===== src/rtl/prs_pkg.sv =====
package prs_pkg;
  typedef enum logic [1:0] {
    MODE_IDLE = 2'd0,
    MODE_FULL = 2'd1,
    MODE_PAGE = 2'd2
  } mode_e;
endpackage


===== src/rtl/prs_atd.sv =====
module prs_atd #(
  parameter int ADDR_W    = 20,
  parameter int WORD_BITS = 2
) (
  input  logic                 clk_i,
  input  logic                 rst_ni,
  input  logic                 ce_i,
  input  logic [ADDR_W-1:0]    addr_i,
  input  logic                 page_ok_i,
  output logic                 start_full_o,
  output logic                 start_page_o,
  output logic                 addr_match_o,
  output logic [WORD_BITS-1:0] sel_o
);
  logic              ce_q;
  logic [ADDR_W-1:0] addr_q;
  logic              ce_rise, addr_chg, upper_chg;

  assign ce_rise   = ce_i && !ce_q;
  assign addr_chg  = ce_i && ce_q && (addr_i != addr_q);
  assign upper_chg = addr_i[ADDR_W-1:WORD_BITS] != addr_q[ADDR_W-1:WORD_BITS];

  assign start_full_o = ce_rise || (addr_chg && (upper_chg || !page_ok_i));
  assign start_page_o = addr_chg && !upper_chg && page_ok_i;
  assign addr_match_o = (addr_i == addr_q);
  assign sel_o        = addr_q[WORD_BITS-1:0];

  always_ff @(posedge clk_i or negedge rst_ni) begin
    if (!rst_ni) begin
      ce_q   <= 1'b0;
      addr_q <= '0;
    end else begin
      ce_q <= ce_i;
      if (ce_i) addr_q <= addr_i;
    end
  end

  a_r5_page_start_excl: assert property (@(posedge clk_i) disable iff (!rst_ni)
    !(start_full_o && start_page_o));
endmodule


===== src/rtl/prs_timer.sv =====
module prs_timer
  import prs_pkg::*;
#(
  parameter int FULL_CYC = 40,
  parameter int PAGE_CYC = 10,
  parameter int T_MASTER = 4,
  parameter int T_WL     = 5,
  parameter int T_BL     = 10,
  parameter int T_SENSE  = 20,
  parameter int T_LATCH  = 34
) (
  input  logic clk_i,
  input  logic rst_ni,
  input  logic ce_i,
  input  logic start_full_i,
  input  logic start_page_i,
  output logic master_o,
  output logic wl_en_o,
  output logic bl_conn_o,
  output logic sense_en_o,
  output logic latch_o,
  output logic done_o,
  output logic page_ok_o
);
  localparam int CNT_W = $clog2(FULL_CYC + 1);
  localparam logic [CNT_W-1:0] C_FULL   = CNT_W'(FULL_CYC);
  localparam logic [CNT_W-1:0] C_PAGE   = CNT_W'(PAGE_CYC);
  localparam logic [CNT_W-1:0] C_MASTER = CNT_W'(T_MASTER);
  localparam logic [CNT_W-1:0] C_WL     = CNT_W'(T_WL);
  localparam logic [CNT_W-1:0] C_BL     = CNT_W'(T_BL);
  localparam logic [CNT_W-1:0] C_SENSE  = CNT_W'(T_SENSE);
  localparam logic [CNT_W-1:0] C_LATCH  = CNT_W'(T_LATCH);

  mode_e            mode_q;
  logic [CNT_W-1:0] cnt_q, lim;
  logic             page_ok_q, full;

  assign full = (mode_q == MODE_FULL);
  assign lim  = (mode_q == MODE_PAGE) ? C_PAGE : C_FULL;

  // pulse windows decoded from the cycle count of the running sequence
  assign master_o   = full && (cnt_q <= C_MASTER);
  assign wl_en_o    = full && (cnt_q >= C_WL)    && (cnt_q <= C_LATCH);
  assign bl_conn_o  = full && (cnt_q >= C_BL)    && (cnt_q <= C_LATCH);
  assign sense_en_o = full && (cnt_q >= C_SENSE) && (cnt_q <  C_LATCH);
  assign latch_o    = full && (cnt_q == C_LATCH);
  assign done_o     = (mode_q != MODE_IDLE) && (cnt_q == lim);
  assign page_ok_o  = page_ok_q;

  always_ff @(posedge clk_i or negedge rst_ni) begin
    if (!rst_ni) begin
      mode_q    <= MODE_IDLE;
      cnt_q     <= '0;
      page_ok_q <= 1'b0;
    end else if (!ce_i) begin
      mode_q    <= MODE_IDLE;
      cnt_q     <= '0;
      page_ok_q <= 1'b0;
    end else if (start_full_i) begin
      mode_q    <= MODE_FULL;
      cnt_q     <= CNT_W'(1);
      page_ok_q <= 1'b0;
    end else if (start_page_i) begin
      mode_q <= MODE_PAGE;
      cnt_q  <= CNT_W'(1);
    end else begin
      if (latch_o) page_ok_q <= 1'b1;
      if (mode_q != MODE_IDLE && cnt_q < lim) cnt_q <= cnt_q + CNT_W'(1);
    end
  end

  a_r3_latch_single: assert property (@(posedge clk_i) disable iff (!rst_ni)
    latch_o |=> !latch_o);
  a_r3_sense_inside: assert property (@(posedge clk_i) disable iff (!rst_ni)
    sense_en_o |-> (wl_en_o && bl_conn_o));
  a_r2_master_first: assert property (@(posedge clk_i) disable iff (!rst_ni)
    master_o |-> !(wl_en_o || bl_conn_o || sense_en_o));
  a_r3_latch_loads: assert property (@(posedge clk_i) disable iff (!rst_ni)
    (latch_o && ce_i && !start_full_i && !start_page_i) |=> page_ok_o);
endmodule


===== src/rtl/prs_page_buf.sv =====
module prs_page_buf #(
  parameter int DATA_W     = 16,
  parameter int PAGE_WORDS = 4,
  parameter int WORD_BITS  = $clog2(PAGE_WORDS)
) (
  input  logic                         clk_i,
  input  logic                         rst_ni,
  input  logic                         capture_i,
  input  logic [PAGE_WORDS*DATA_W-1:0] page_i,
  input  logic [WORD_BITS-1:0]         sel_i,
  output logic [DATA_W-1:0]            word_o
);
  logic [PAGE_WORDS*DATA_W-1:0] words_flat;

  for (genvar w = 0; w < PAGE_WORDS; w++) begin : g_word
    logic [DATA_W-1:0] word_q;
    always_ff @(posedge clk_i or negedge rst_ni) begin
      if (!rst_ni)        word_q <= '0;
      else if (capture_i) word_q <= page_i[w*DATA_W +: DATA_W];
    end
    assign words_flat[w*DATA_W +: DATA_W] = word_q;
  end

  assign word_o = words_flat[int'(sel_i)*DATA_W +: DATA_W];
endmodule


===== src/rtl/page_read_seq.sv =====
module page_read_seq #(
  parameter int ADDR_W     = 20,
  parameter int DATA_W     = 16,
  parameter int PAGE_WORDS = 4,
  parameter int FULL_CYC   = 40,
  parameter int PAGE_CYC   = 10,
  parameter int T_MASTER   = 4,
  parameter int T_WL       = 5,
  parameter int T_BL       = 10,
  parameter int T_SENSE    = 20,
  parameter int T_LATCH    = 34
) (
  input  logic                         clk_i,
  input  logic                         rst_ni,
  input  logic                         ce_i,
  input  logic                         oe_i,
  input  logic [ADDR_W-1:0]            addr_i,
  input  logic [PAGE_WORDS*DATA_W-1:0] sense_i,
  output logic                         master_o,
  output logic                         wl_en_o,
  output logic                         bl_conn_o,
  output logic                         sense_en_o,
  output logic                         latch_o,
  output logic                         valid_o,
  output logic [DATA_W-1:0]            data_o
);
  localparam int WORD_BITS = $clog2(PAGE_WORDS);

  logic                 start_full, start_page, addr_match, done, page_ok;
  logic [WORD_BITS-1:0] sel;

  prs_atd #(.ADDR_W(ADDR_W), .WORD_BITS(WORD_BITS)) i_atd (
    .clk_i, .rst_ni, .ce_i, .addr_i,
    .page_ok_i   (page_ok),
    .start_full_o(start_full),
    .start_page_o(start_page),
    .addr_match_o(addr_match),
    .sel_o       (sel)
  );

  prs_timer #(
    .FULL_CYC(FULL_CYC), .PAGE_CYC(PAGE_CYC), .T_MASTER(T_MASTER),
    .T_WL(T_WL), .T_BL(T_BL), .T_SENSE(T_SENSE), .T_LATCH(T_LATCH)
  ) i_timer (
    .clk_i, .rst_ni, .ce_i,
    .start_full_i(start_full),
    .start_page_i(start_page),
    .master_o, .wl_en_o, .bl_conn_o, .sense_en_o, .latch_o,
    .done_o      (done),
    .page_ok_o   (page_ok)
  );

  prs_page_buf #(.DATA_W(DATA_W), .PAGE_WORDS(PAGE_WORDS), .WORD_BITS(WORD_BITS)) i_buf (
    .clk_i, .rst_ni,
    .capture_i(latch_o),
    .page_i   (sense_i),
    .sel_i    (sel),
    .word_o   (data_o)
  );

  // an undetected address change masks valid in the same cycle
  assign valid_o = oe_i && ce_i && done && addr_match;

  a_r4_valid_needs_page: assert property (@(posedge clk_i) disable iff (!rst_ni)
    valid_o |-> page_ok);
  a_r5_inpage_quiet: assert property (@(posedge clk_i) disable iff (!rst_ni)
    start_page |=> !(master_o || sense_en_o || latch_o));
  a_r8_ce_low_idle: assert property (@(posedge clk_i) disable iff (!rst_ni)
    !ce_i |=> !(master_o || wl_en_o || latch_o));
  a_r2_restart_master: assert property (@(posedge clk_i) disable iff (!rst_ni)
    start_full |=> master_o);
endmodule


===== config.mk =====
export PLATFORM = sky130hd
export DESIGN_NAME = page_read_seq
export DESIGN_NICKNAME = d
export VERILOG_FILES = /design/src/rtl/prs_pkg.sv /design/src/rtl/prs_atd.sv /design/src/rtl/prs_timer.sv /design/src/rtl/prs_page_buf.sv /design/src/rtl/page_read_seq.sv
export SDC_FILE = /design/constraint.sdc
export NUM_CORES = 1
export LEC_CHECK = 0
export BUFFER_PORTS_ARGS = -buffer_cell sky130_fd_sc_hd__buf_2
export CAP_MARGIN = 15
export CORE_ASPECT_RATIO = 0.6
export CORE_UTILIZATION = 40
export CTS_CLUSTER_DIAMETER = 40
export CTS_CLUSTER_SIZE = 16
export DETAILED_ROUTE_END_ITERATION = 12
export GPL_ROUTABILITY_DRIVEN = 1
export GPL_TIMING_DRIVEN = 1
export PLACE_DENSITY = 0.71
export SKIP_LAST_GASP = 1
export SLEW_MARGIN = 20
export SYNTH_ARGS = -nofsm -noshare
export SYNTH_HDL_FRONTEND = slang
export SYNTH_SLANG_ARGS = --single-unit
export TNS_END_PERCENT = 100

===== constraint.sdc =====
create_clock -name clk_i -period 1.7 [get_ports clk_i]
set_input_delay 0.425 -clock clk_i [delete_from_list [all_inputs] [get_ports clk_i]]
set_output_delay 0.425 -clock clk_i [all_outputs]
set_load 0.05 [all_outputs]

# ---- Word-level counts from Yosys, hierarchy flattened
# Cells that the tools add are included.
dict set report totals {
  regBits 94
  output_inout_bits 22
  word_cells 67
}
dict set report classes {
  add_sub_neg 1
  n_lt_le_gt_ge 7
  n_eq_ne 11
  n_shift 1
  n_mux 12
  n_reduce_logical 26
}
# op count
set op_table {}
lappend op_table {{$shiftx 64x7->16} 1}
lappend op_table {{$mux 6} 5}
lappend op_table {{$eq 20x20->1} 1}
lappend op_table {{$ne 20x20->1} 1}
lappend op_table {{$logic_and 1x1->1} 19}
lappend op_table {{$ne 18x18->1} 1}
lappend op_table {{$add 6x1->6 const B} 1}
lappend op_table {{$eq 6x6->1} 1}
lappend op_table {{$eq 6x6->1 const B} 1}
lappend op_table {{$ge 6x3->1 const B} 1}
lappend op_table {{$ge 6x4->1 const B} 1}
lappend op_table {{$ge 6x5->1 const B} 1}
lappend op_table {{$le 6x3->1 const B} 1}
lappend op_table {{$le 6x6->1 const B} 1}
lappend op_table {{$lt 6x6->1} 1}
lappend op_table {{$lt 6x6->1 const B} 1}
lappend op_table {{$mux 2} 3}
lappend op_table {{$ne 3x1->1 const B} 2}
lappend op_table {{$mux 1} 4}
lappend op_table {{$ne 4x1->1 const B} 1}
lappend op_table {{$logic_not 1->1} 3}
lappend op_table {{$ne 3x2->1 const B} 1}
lappend op_table {{$eq 2x1->1 const B} 1}
lappend op_table {{$eq 2x2->1 const B} 1}
lappend op_table {{other kinds (3)} 4}

# ---- Depth between registers and ports, before layout
# Gate-level depths: netlist of run 1.
dict set report logic_depth {
  ltp_word 8
  mapped_depth 7
}

# ---- Cells and area by module
# Synthesis of run 1 repeated with hierarchy kept, for this count alone.
dict set report unflattened {
  hier_cells 320
  area_unflattened_um2 4546.9
}
# mod instances cells_each area_each_um2 seq_area_each_um2
set by_module_without_submodules {}
lappend by_module_without_submodules {prs_page_buf 1 155 2781.4 1601.5}
lappend by_module_without_submodules {prs_atd 1 78 1023.5 525.5}
lappend by_module_without_submodules {prs_timer 1 86 733.2 225.2}
lappend by_module_without_submodules {page_read_seq 1 1 8.8 0.0}

# ---- Worst setup path before layout of run 1
# Ideal clock, no wire load.
dict set report synth_path {
  path_kind {input -> output}
  from {in addr_i[16]}
  to {out valid_o}
  arrival_ns 2.304
  required_time_ns 1.275
  path_slack_ns -1.029
  cell_stages 5
  cell_sequence {xnor2_1 > nand4_1 > nor4_1 > nand2_1 > nor3_1}
}
dict set report synth_between {
  elab_chain_cells 2
}
# element line_no
set synth_lines {}
lappend synth_lines {{from (decl)} page_read_seq.sv:17} ;# input logic [ADDR_W-1:0] addr_i,
lappend synth_lines {{$eq 20x20->1} prs_atd.sv:25} ;# assign addr_match_o = (addr_i == addr_q);
lappend synth_lines {{$logic_and 1x1->1} page_read_seq.sv:62} ;# assign valid_o = oe_i && ce_i && done && addr_match;
lappend synth_lines {{to (decl)} page_read_seq.sv:24} ;# output logic valid_o,
# No other way between the ends.

# ---- Final worst setup path of run 1
dict set report layout_path {
  from {reg i_atd.addr_q[14]}
  to {out valid_o}
}
dict set report layout_between {
  elab_chain_cells 2
}
# element line_no
set layout_lines {}
lappend layout_lines {{from (decl)} prs_atd.sv:16} ;# logic [ADDR_W-1:0] addr_q;
lappend layout_lines {{from (signal assigned)} prs_atd.sv:34} ;# if (ce_i) addr_q <= addr_i;
lappend layout_lines {{$eq 20x20->1} prs_atd.sv:25}
lappend layout_lines {{$logic_and 1x1->1} page_read_seq.sv:62}
# No other way between the ends.

==> impl.org, run 1 <==
** Logic synthesis
- Top cells by area in the synthesized netlist :: dfrtp_1 (53%), mux2_2 (11%), mux2_1 (9.9%)
- Of the synthesized area, sequential elements account for 0.530.
- Post-synthesis async set-or-reset flop share :: 1.00
- Yosys mapped the design onto 35 distinct sky130hd cell types.
- Number of cells produced by synthesis :: 310
- The commonest cells after synthesis are dfrtp_1 (94), mux2_2 (45), mux2_1 (39), xnor2_1 (17), mux4_2 (16).
- Counting every net in the synthesized netlist gives between 400 and 500.
- Dominant cell by count in the synthesized netlist :: dfrtp_1
- Summing every instance area after synthesis gives 4440 um2.
- Area fraction in and, or, nand and nor cells after synthesis :: 0.0575
- Post-synthesis cell type with the largest combined area :: dfrtp_1
- Dominant combinational cell family by area after synthesis :: multiplexers
- Warning count from the yosys run :: 0
- Measured against the total synthesized area, the mux share comes to 0.297.
- Of the total synthesized cell area, the portion taken by full adders, half adders and majority gates is 0.0169.
- The synthesized design contains 0 enable-type register cells.
- Post-Synth XOR/XNOR Area :: 0.0494
- Averaged over all synthesized cells, the footprint is 14.3 um2.
- The fraction of the mapped netlist area in compound gates came to 0.0234.
- After synthesis the netlist holds a flip-flop and latch count of 94.
- Ys flop type :: dfrtp_1
- Proportion of netlist area held by the largest area contributor :: 0.530

** Cells and area
- Area growth from synthesis to layout :: 53.1%
- The number of antenna diodes in the final layout is 0.
- At the end of the flow, the number of nets in the layout was a little under 600.
- Leaving out filler cells and counting taps, the final layout contains roughly 630.
- Share of post-route cells with drive strength above 1 :: 0.678
- Fillers :: ~810

** Die
- Die outline height :: around 84 um
- For this configuration, the core starts out at a cell density of 0.416.
- From left edge to right edge, the die measures 138 um.
- The floorplan has 29 rows.
- Die Footprint :: around 12000 um2
- After floorplanning, the core was sized to cover 10700 um2.
- For this design the top-level I/O count stands at 110.

** Clock network
- Clock transition at the registers of the reported paths :: approximately 0.07 ns
- H-tree levels :: 3
- Clock sink count :: 94
- CTS Root Buffer Type :: clkbuf_16
- Clock tree synthesis inserted a total of 9 buffers.
- CTS tree :: yes
- Maximum clock insertion buffer count :: 2
- Clock insertion delay at the later pin of the skew report :: between 0.3 and 0.4 ns

** Worst setup path
- STA classifies the critical path endpoint as an output port.
- Launching element type of the critical path :: register
- By startpoint and endpoint, the worst setup path is classified as reg2out.
- In this run the worst path has a maximum fanout of 2.
- Critical path data required time :: between 1 and 1.5 ns
- Data arrival time of the critical path :: around 1.9 ns

** Route
- In the routed design, unresolved DRC markers number 0.
- The pre-antenna-repair detailed-routing pass consisted of 4 iterations.
- Number of vias per cell :: 4.99
- Detail-routed net length per standard cell :: approximately 18 um
- Via count of the routed design :: between 3000 and 4000
- The first routing iteration left between 100 and 150 violations.
- Wires add up to about 11 mm.
- Number of nets with antenna violations after detailed routing :: 0

** STA
- Final clock period utilization by the worst path :: 1.36
- Slew at the pin closest to its max-slew limit :: roughly 0.5 ns
- Count of final setup violators :: 93
- The number of hold violations in the final report was 0.
- Headroom to the max-slew limit came out at 0.657.
- The number of max-slew violations in the final report came to 0.
- Setup repair after global routing could not meet its margin everywhere.
- Counting I/O delays and the setup requirement, the final critical path takes between 2 and 2.5 ns.
- Worst-case clock skew :: a little under 0.007 ns
- Timing would allow up to about 0.43 GHz.
- Summed over all failing endpoints, the final setup total negative slack is -23.98 ns.
- In the post-route analysis, the smallest setup slack over all paths is -0.608 ns.

** Power
- Power per standard cell area :: between 700 and 800 nW/um2
- Summed over all cells, the static leakage comes to 3.17 nW.
- Largest vdd supply drop :: slightly below 0.0006 V
- Power comes to 0.00488 W.

** Placed design
- Post-DP HPWL :: 7.28 mm
- Routability-driven placement finished with a final weighted congestion of roughly 0.85.
- Number of placed cells counting well taps :: between 500 and 600
- Dpl ws :: -0.474 ns
- In this run the tool buffered the top-level ports with between 100 and 150 buffer cells.

** Status
- The checks that failed: setup timing.
- Outcome :: finished with violations

** Run
- Across the run, the number of max-cap violations was 0.

** Min path
- In this run the worst hold path is classified as in2async.

** Global routing
- Initial antenna violation count :: 0
- For this run the aggregate overflow at the end of global routing stands at 0.
- Entering global routing, the biggest net connects 95 pins.
- Total track usage :: 0.202
- Via count of the first global-routing pass :: 3455
- The first global-routing pass estimated approximately 18 mm of wire.
==> sequential cells by signal, summed over array words and instances, names as in the netlist <==
| name | cells |
|---|---|
| i_timer.cnt_q | 6 |
| i_timer.mode_q | 2 |
| i_atd.addr_q | 20 |
| i_atd.ce_q | 1 |
| i_buf.g_word.word_q | 64 |
| i_timer.page_ok_o | 1 |
==> through the flow <==
step	area, um2	util	hold slack [ns]
2_1_floorplan	4650	-	0.129
3_3_place_gp	5630	0.528	0.476
3_5_place_dp	5630	0.528	0.478
4_1_cts	6660	0.625	0.159
5_1_grt	6790	0.637	0.173
6_report	6790	0.637	0.130
==> worst max-delay path, cell delays in order, from the launching register on <==
cell	delay, ns
dfrtp_1	0.39
xnor2_1	0.18
nand4_1	0.14
nor4_2	0.23
buf_4	0.18
nand2_4	0.06
nor3_4	0.20
buf_6	0.18
==> layer usage <==
metal	share of wire	track usage
met1	0.47	0.277
met3	0.048	0.0553
met5	0	0
met2	0.47	0.320
met4	0.010	0.0455
==> layout make-up <==
class                   count  area, um2  area share
clock buffers              10        239      0.0352
clock inverters             6       61.3     0.00903
inverters                   7       31.3     0.00461
multi-input cells         196       2450       0.362
flip-flops and latches     94       2350       0.347
well taps                 139        174      0.0256
repair buffers            175       1480       0.217
==> worst paths after layout <==
kind	from	to	slack (ns)	depth (start not counted)
min in group clk_i	sense_i[28]	i_buf.g_word[1].word_q[12]	0.32	2
worst max-delay path	i_atd.addr_q[14]	valid_o	-0.61	7
max in group asynchronous	rst_ni	i_timer.cnt_q[2]	1.16	2
worst min register to register	i_buf.g_word[2].word_q[0]	i_buf.g_word[2].word_q[0]	0.51	1
worst min-delay path	rst_ni	i_atd.addr_q[9]	0.13	2
worst max register to register	i_timer.cnt_q[2]	i_buf.g_word[1].word_q[6]	-0.33	8
==> kinds of logic after synthesis <==
group,Yosys count
multiplexers,101
flip-flops,94
AND/OR/NAND/NOR,48
XOR/XNOR,25
buffers and inverters,20
AO/OA/AOI/OAI,16
adder cells (fa/ha/maj),6
==> where the power goes <==
group / total (W) / switching, W / leakage (nW) / internal [W]
Clock: 0.00202 / 0.000843 / 0.148 / 0.00117
Combinational: 0.000540 / 0.000246 / 1.77 / 0.000294
Sequential: 0.00233 / 0.0000372 / 1.26 / 0.00229
Total: 0.00488 / 0.00113 / 3.17 / 0.00376
==> cell usage in the layout, fill, tap and decap left out, types with 3 or more instances in the layout <==
| cell type | count |
|---|---|
| dfrtp_1 | 92 |
| buf_2 | 86 |
| mux2_4 | 62 |
| buf_4 | 34 |
| buf_6 | 31 |
| mux2_2 | 22 |
| mux4_2 | 16 |
| xnor2_1 | 15 |
| buf_12 | 14 |
| clkbuf_16 | 10 |
| buf_8 | 9 |
| xor2_1 | 8 |
| nor2_1 | 8 |
| nand2_1 | 7 |
| nand4_1 | 5 |
| nor2_4 | 4 |
| nor3_4 | 3 |
| nand2_2 | 3 |
| inv_1 | 3 |
| ha_4 | 3 |
| ha_1 | 3 |
| clkinv_2 | 3 |
==> repair_timing <==
item / CTS / global route
cloned: 6 / 1
hold buffers: 0 / 0
resized for setup: 103 / 62
pin swaps: 21 / 16
endpoints found under the setup margin: 92 / 95
buffers inserted: 22 / 12
(Power assumes the default switching activity.)
==> run 2, diff against run 1 <==
==> constraint.sdc (replaced) <==
create_clock -name clk_i -period 2 [get_ports clk_i]
set_input_delay 0.5 -clock clk_i [delete_from_list [all_inputs] [get_ports clk_i]]
set_output_delay 0.5 -clock clk_i [all_outputs]
set_load 0.05 [all_outputs]
==> impl.org, run 2 (synthesized netlist as in run 1, its figures left out) <==
** Worst setup path
- Family with the most delay on the worst path :: simple AND/OR/NAND/NOR gates
- The critical path is of the reg2out type.
- Max incr delay on CP :: around 0.38 ns
- The most critical setup path has its startpoint at i_timer.mode_q[1].
- Kind of capture point of the worst setup path :: output port
- Cell-by-cell listing of the critical path :: nor2b_1 > ha_1 > nand2_1 > nor4_2 > nand4_1 > nor3_4 > buf_6
- CP Buf/Inv Count :: 1
- Reg2reg start :: i_timer.cnt_q[3]
- Along the worst path, the maximum fanout reaches 2.
- The worst setup path is launched from a register.
- STA puts the critical path data required time at 1.50 ns.
- Critical Path Slowest Stage Cell :: dfrtp_1
- WP depth :: 7
- STA puts the critical path data arrival time at ~1.9 ns.
- The worst register-to-register path has a depth of 7.

** Die
- Row Count :: 29
- Area of the core :: 10700 um2
- Initial Utilization :: 0.416
- From bottom edge to top edge, the die measures around 84 um.
- Die Footprint :: about 12000 um2
- From left edge to right edge, the die measures 138 um.
- Count of boundary I/O pins :: 110

** Global routing
- In the global route stage, overall resource usage came out at 0.181.
- Overflow after GRT :: 0
- The first global-routing pass estimated ~16 mm of wire.
- Pin count of the biggest net entering global routing :: between 40 and 50
- The via count of the first global-routing pass is ~3100.
- Initial antenna violation count :: 1

** STA
- Final clock period utilization by the worst path :: 1.18
- Max_slew headroom :: 0.739
- Count of final setup violators :: 18
- For the pin with the worst max-slew slack, the measured transition is around 0.39 ns.
- Fmax :: between 0.4 and 0.5 GHz
- For the final routed database, the setup TNS stands at -3.02 ns.
- Slew Viols, Final :: 0
- Final critical delay including setup and external delays :: between 2 and 2.5 ns
- Worst-case clock skew :: roughly 0.012 ns
- Setup slack on the critical path of the routed design comes to -0.369 ns.
- Hold violation count in the final report :: 0
- Setup repair after global routing missed its margin :: yes

** Cells and area
- Counting the fill cells in the layout gives a little over 900.
- Commonest non-fill, non-tap cell in the layout :: dfrtp_1
- Commonest non-fill, non-tap cells in the layout :: dfrtp_1 (91), buf_2 (86), mux2_2 (45), mux2_1 (39), buf_6 (26)
- The number of antenna diodes in the final layout is 0.
- The largest registers in the layout are i_buf.g_word.word_q x64, i_atd.addr_q x20, i_timer.cnt_q x6.
- Area growth from synthesis to layout :: 33.6%
- The register with the most flip-flops in the final layout is i_buf.g_word.word_q.
- With fillers left out, the area of the finished cells amounts to just under 6000 um2.
- Number of flip-flops under the largest register name :: 64
- The net count of the finished layout is ~550.
- Share of post-route cells with drive strength above 1 :: 0.527

** Clock network
- The clock drives 94 sinks.
- The tree is rooted in a clkbuf_16.
- Buffers inserted to repair hold after CTS numbered 0.
- H-tree levels :: 3
- The later pin in the worst-skew pair is clocked with a latency of 0.34 ns.
- Maximum clock insertion buffer count :: 2
- Clock transition at the registers of the reported paths :: around 0.07 ns
- Number of buffers created by CTS :: 9
- TritonCTS built the clock tree.

** Route
- After detailed routing, the average wire length per cell comes to between 15 and 20 um.
- For this run, design rule violations remaining after detail routing come to 0.
- Before antenna repair, the detailed router went through 4 iterations.
- Number of vias per cell :: around 5
- Number of design-rule violations left by the first detailed-router iteration :: 94
- Overall routed net length :: 9.69 mm
- Once detail routing completed, the nets flagged for antenna violations numbered 0.
- Summing over every cut layer, the via total after detailed routing is ~3000.

** Status
- Failing checks :: setup timing
- The flow ran to the end, but the final reports show violations.

** Placed design
- Routability-driven placement congestion ratio :: 0.856
- Port buffering added between 100 and 150 buffers.
- In this run the cell area measured after placement is between 5000 and 6000 um2.
- The wire-length estimate of the detail-placed layout is 6.91 mm.

** Run
- Maximum capacitance violations :: 0

** Power
- Summed over all cells, the static leakage comes to just under 3 nW.
- VDD sags by at most 0.000426 V.
- Power spread over the standard cell area amounts to 679 nW/um2.

** Min path
- The worst hold path belongs to the class in2async.
run 2: cell count changes in the layout (fill, tap and decap cells not counted), sizes merged:
cell and change:
clkinvlp -1, bufinv -1, buf -31, inv +3
clkinv -2, clkbuf +1
run 2: final cells by class:
cell class / instances / area, um2 / area share
repair buffers: 144 / 1050 / 0.178
flip-flops and latches: 94 / 2360 / 0.398
well taps: 139 / 174 / 0.0293
multi-input cells: 196 / 2030 / 0.343
inverters: 7 / 26.3 / 0.00443
clock buffers: 11 / 243 / 0.0410
clock inverters: 5 / 40.0 / 0.00676
run 2: per-layer routing:
| metal | wire length [um] | track usage |
|---|---|---|
| met1 | 4670 | 0.258 |
| met4 | 95 | 0.0435 |
| met3 | 548 | 0.0534 |
| met5 | 0 | 0 |
| met2 | 4380 | 0.270 |
run 2: timing repair:
action                     CTS  global route
cloned                       1             1
buffers inserted             3             0
pin swaps                   10             3
setup endpoints to repair   22            86
resized for setup           26            60
run 2: report_power, final:
part / switching, W / internal (W) / total (W) / leakage, nW
clock: 0.000737 / 0.000891 / 0.00163 / 0.141
combinational: 0.000192 / 0.000225 / 0.000417 / 1.53
sequential: 0.0000339 / 0.00194 / 0.00198 / 1.26
run 2: final timing paths:
| kind | end | slack, ns |
|---|---|---|
| worst min register to register | i_buf.g_word[2].word_q[2] | 0.48 |
| max in group asynchronous | i_buf.g_word[3].word_q[12] | 1.28 |
| worst max-delay path | valid_o | -0.37 |
| min in group clk_i | i_buf.g_word[2].word_q[8] | 0.37 |
| worst max register to register | i_buf.g_word[3].word_q[10] | 0.06 |
| worst min-delay path | i_atd.addr_q[18] | 0.07 |
run 2: metrics by stage:
| stage | utilization | total power, W | instances | hold slack (ns) | setup WS [ns] |
|---|---|---|---|---|---|
| CTS | 0.541 | 0.00408 | 595 | 0.0657 | -0.398 |
| global route | 0.556 | 0.00421 | 596 | 0.0733 | -0.489 |
| finish | 0.556 | 0.00402 | 596 | 0.0664 | -0.369 |
| detailed placement | 0.502 | 0.00242 | 575 | 0.434 | -0.322 |
| floorplan | - | 0.00219 | 310 | 0.204 | -0.191 |
| global placement | 0.502 | 0.00240 | 575 | 0.430 | -0.244 |
==> run 3, diff against run 2 <==
--- a/config.mk
+++ b/config.mk
@@ -5,16 +5,17 @@
 export SDC_FILE = /design/constraint.sdc
 export NUM_CORES = 1
 export LEC_CHECK = 0
+export ABC_AREA = 1
 export BUFFER_PORTS_ARGS = -buffer_cell sky130_fd_sc_hd__buf_2
 export CAP_MARGIN = 15
 export CORE_ASPECT_RATIO = 0.6
-export CORE_UTILIZATION = 40
+export CORE_UTILIZATION = 49
 export CTS_CLUSTER_DIAMETER = 40
 export CTS_CLUSTER_SIZE = 16
 export DETAILED_ROUTE_END_ITERATION = 12
 export GPL_ROUTABILITY_DRIVEN = 1
 export GPL_TIMING_DRIVEN = 1
-export PLACE_DENSITY = 0.71
+export PLACE_DENSITY = 0.83
 export SKIP_LAST_GASP = 1
 export SLEW_MARGIN = 20
 export SYNTH_ARGS = -nofsm -noshare
==> impl.org, run 3 <==
** STA
- Final critical delay including setup and external delays :: between 2 and 2.5 ns
- Final clock period utilization by the worst path :: 1.19
- Derived from the worst setup path, the maximum achievable clock frequency is 0.422 GHz.
- Slew at the pin closest to its max-slew limit :: between 0.4 and 0.5 ns
- The number of hold violations in the final report is 0.
- Count of final setup violators :: 28
- Headroom to the max-slew limit came out at 0.676.
- Once routing completed, OpenROAD measured the worst setup slack at -0.372 ns.
- Setup repair after global routing could not meet its margin everywhere.
- The number of max-slew violations in the final report came to 0.
- Worst-case clock skew :: ~0.0067 ns

** Global routing
- The initial antenna violation count was 0.
- The first global-routing pass estimated 21.3 mm of wire.
- Total track usage :: 0.276
- Entering global routing, the biggest net connects 66 pins.
- Summed over all layers, the global routing overflow is 0.
- Via count of the first global-routing pass :: between 4000 and 5000

** Logic synthesis
- During synthesis, Yosys emitted a total of 0 warnings.
- The most common cell in the synthesized netlist is nand2_1.
- After synthesis the cells add up to roughly 4700 um2.
- Flops & latches, synth :: 94
- Among all flip-flop cells after synthesis, the most frequent one is dfrtp_1.
- Number of different library cells in the post-synthesis netlist :: 28
- The number of nets in the synthesized netlist is slightly above 700.
- Post-synthesis cell type with the largest combined area :: dfrtp_1
- Top cells by area in the synthesized netlist :: dfrtp_1 (50%), nand2_1 (21%), nor2_1 (4.9%)
- Number of cells produced by synthesis :: 613
- Proportion of netlist area held by the largest area contributor :: 0.498
- Post-synthesis async set-or-reset flop share :: 1.00
- Post-synthesis average cell area :: just under 8 um2
- Counting flops with a built-in enable in the synthesized netlist gives 0.
- Ranked by instance count, the synthesized netlist is headed by nand2_1 (267), dfrtp_1 (94), nor2_1 (62), o21ai_0 (44), inv_1 (35).
- Part of the Yosys area used for sequential elements :: 0.498

** Worst setup path
- Data arrives at the worst endpoint at 1.87 ns.
- Crit-path max FO :: 2
- Critical path data required time :: ~1.5 ns
- Kind of capture point of the worst setup path :: output port
- Critical path type :: reg2out
- Launching element type of the critical path :: register

** Min path
- The worst hold path belongs to the class in2async.

** Cells and area
- Number of nets at the end of the flow :: ~870
- Commonest non-fill, non-tap cell in the layout :: nand2_1
- Number of flip-flops under the largest register name :: 64
- Of the cells placed in the final design, the portion with a size suffix greater than 1 is 0.378.
- Largest register by flop count :: i_buf.g_word.word_q
- Registers with the highest flip-flop counts :: i_buf.g_word.word_q x64, i_atd.addr_q x20, i_timer.cnt_q x6
- Compared with the post-synthesis result, the final layout area differs by 45.5%.
- After the flow finishes, the layout carries non-filler instances totaling a little over 900.
- After filler insertion, the fill cell instance count of the layout stands at 629.
- Leaving out fill and tap cells, the most frequent cells in the layout are nand2_1 (260), dfrtp_1 (92), buf_2 (86), nor2_1 (50), buf_4 (50).
- In the final layout, flip-flops and latches occupy approximately 2400 um2.
- In the final layout, the multi-input gates occupy 2530 um2.
- The number of antenna diodes in the final layout is 0.

** Power
- LEAKAGE :: between 3 and 4 nW
- Power per standard cell area :: between 600 and 700 nW/um2
- IR analysis of the VDD net gives a maximum drop of between 0.0005 and 0.0006 V.
- Final Power :: approximately 0.0046 W

** Clock network
- Quantity of hold-fixing buffers added after cts :: 0
- Number of buffers created by CTS :: 9
- At the later pin of the worst-skew pair, clock insertion delay measures between 0.3 and 0.4 ns.
- Clock sink count :: 94
- CTS tree :: yes
- The tree is rooted in a clkbuf_16.
- Clock transition at the registers of the reported paths :: ~0.070 ns
- In this run the deepest clock path goes through 2 buffers.
- H-tree levels :: 3

** Status
- Outcome :: finished with violations
- The checks that failed: setup timing.

** Route
- The first routing iteration left 376 violations.
- Via count of the routed design :: 4808
- After detailed routing, the number of remaining DRC violations is 0.
- Initial DRT Pass Iterations :: 6
- Number of vias per cell :: 5.28
- Number of nets with antenna violations after detailed routing :: 0
- Detail-routed net length per standard cell :: 15.7 um
- Overall routed net length :: between 10 and 15 mm

** Run
- Across the run, the number of max-cap violations was 0.

** Die
- Initial Utilization :: 0.510
- Area of the core :: between 9000 and 10000 um2
- Count of boundary I/O pins :: 110
- The floorplan has 27 rows.
- Width of the die :: around 130 um
- The floorplan step defined a die boundary enclosing 10000 um2.
- The floorplan step set the die height to between 70 and 80 um.

** Placed design
- Number of I/O port buffers :: around 110
- The HPWL after detailed placement is 8.87 mm.
- Routability-driven placement congestion ratio :: ~0.86
- Number of placed cells counting well taps :: 857
[run 3: metal layers]
metal,global-route usage,routed length [um]
met1,0.366,5940
met5,0,0
met2,0.443,6940
met4,0.0988,382
met3,0.0682,1020
[run 3: per-stage QoR]
step	setup TNS (ns)	util	setup WS, ns	hold slack [ns]	cell area [um2]
after floorplan	-0.782	-	-0.219	0.204	4850
after global placement	-0.265	0.616	-0.265	0.458	5700
after detailed placement	-0.310	0.616	-0.310	0.464	5700
after CTS	-4.79	0.702	-0.343	0.116	6500
after global routing	-4.55	0.742	-0.476	0.128	6870
final	-2.43	0.742	-0.372	0.100	6870
[run 3: area by class of cell]
cell class / count / area share
inverter: 39 / 0.0224
timing repair buffer: 178 / 0.198
tap: 130 / 0.0237
multi-input combinational: 453 / 0.368
clock inverter: 7 / 0.0133
sequential: 94 / 0.343
clock buffer: 9 / 0.0328
[run 3: logic make-up (layout without fill, tap and decap cells)]
| logic type | count (synthesis) | count (layout) | share of synthesized area |
|---|---|---|---|
| adders and majority gates | 6 | 6 | 0.0159 |
| buffers and inverters | 66 | 233 | 0.0575 |
| DFF | 94 | 94 | 0.498 |
| xor gates and xnor gates | 17 | 17 | 0.0315 |
| muxes | 12 | 12 | 0.0286 |
| and+or+nand+nor | 349 | 349 | 0.290 |
| AOI/OAI and AO/OA | 69 | 69 | 0.0787 |
[run 3: path summary, 6_finish.rpt]
| path | from | end | slack, ns | cells past startpoint |
|---|---|---|---|---|
| max in group asynchronous | rst_ni | i_atd.addr_q[14] | 1.21 | 2 |
| worst min register to register | i_buf.g_word[1].word_q[3] | i_buf.g_word[1].word_q[3] | 0.49 | 2 |
| worst max register to register | i_atd.addr_q[6] | i_timer.mode_q[0] | -0.16 | 14 |
| worst min-delay path | rst_ni | i_buf.g_word[3].word_q[14] | 0.10 | 1 |
| min in group clk_i | sense_i[31] | i_buf.g_word[1].word_q[15] | 0.34 | 3 |
| worst max-delay path | i_timer.mode_q[1] | valid_o | -0.37 | 6 |
[run 3: power by group]
part,switching (W),total (W),internal [W]
logic,0.000473,0.000841,0.000368
registers,0.0000384,0.00198,0.00194
clock network,0.000812,0.00181,0.00100
[run 3: critical path, stage by stage (launching register included)]
cell     delay [ns]
dfrtp_1        0.40
inv_1          0.09
nor2_1         0.07
ha_1           0.28
nand4_1        0.17
nor4_4         0.32
buf_6          0.19
[run 3: repair_timing]
action,in CTS,in global routing
pin swaps,18,38
hold endpoints to repair,0,0
buffers inserted,28,14
setup endpoints to repair,22,57
resized for setup,120,62
gates cloned,0,2
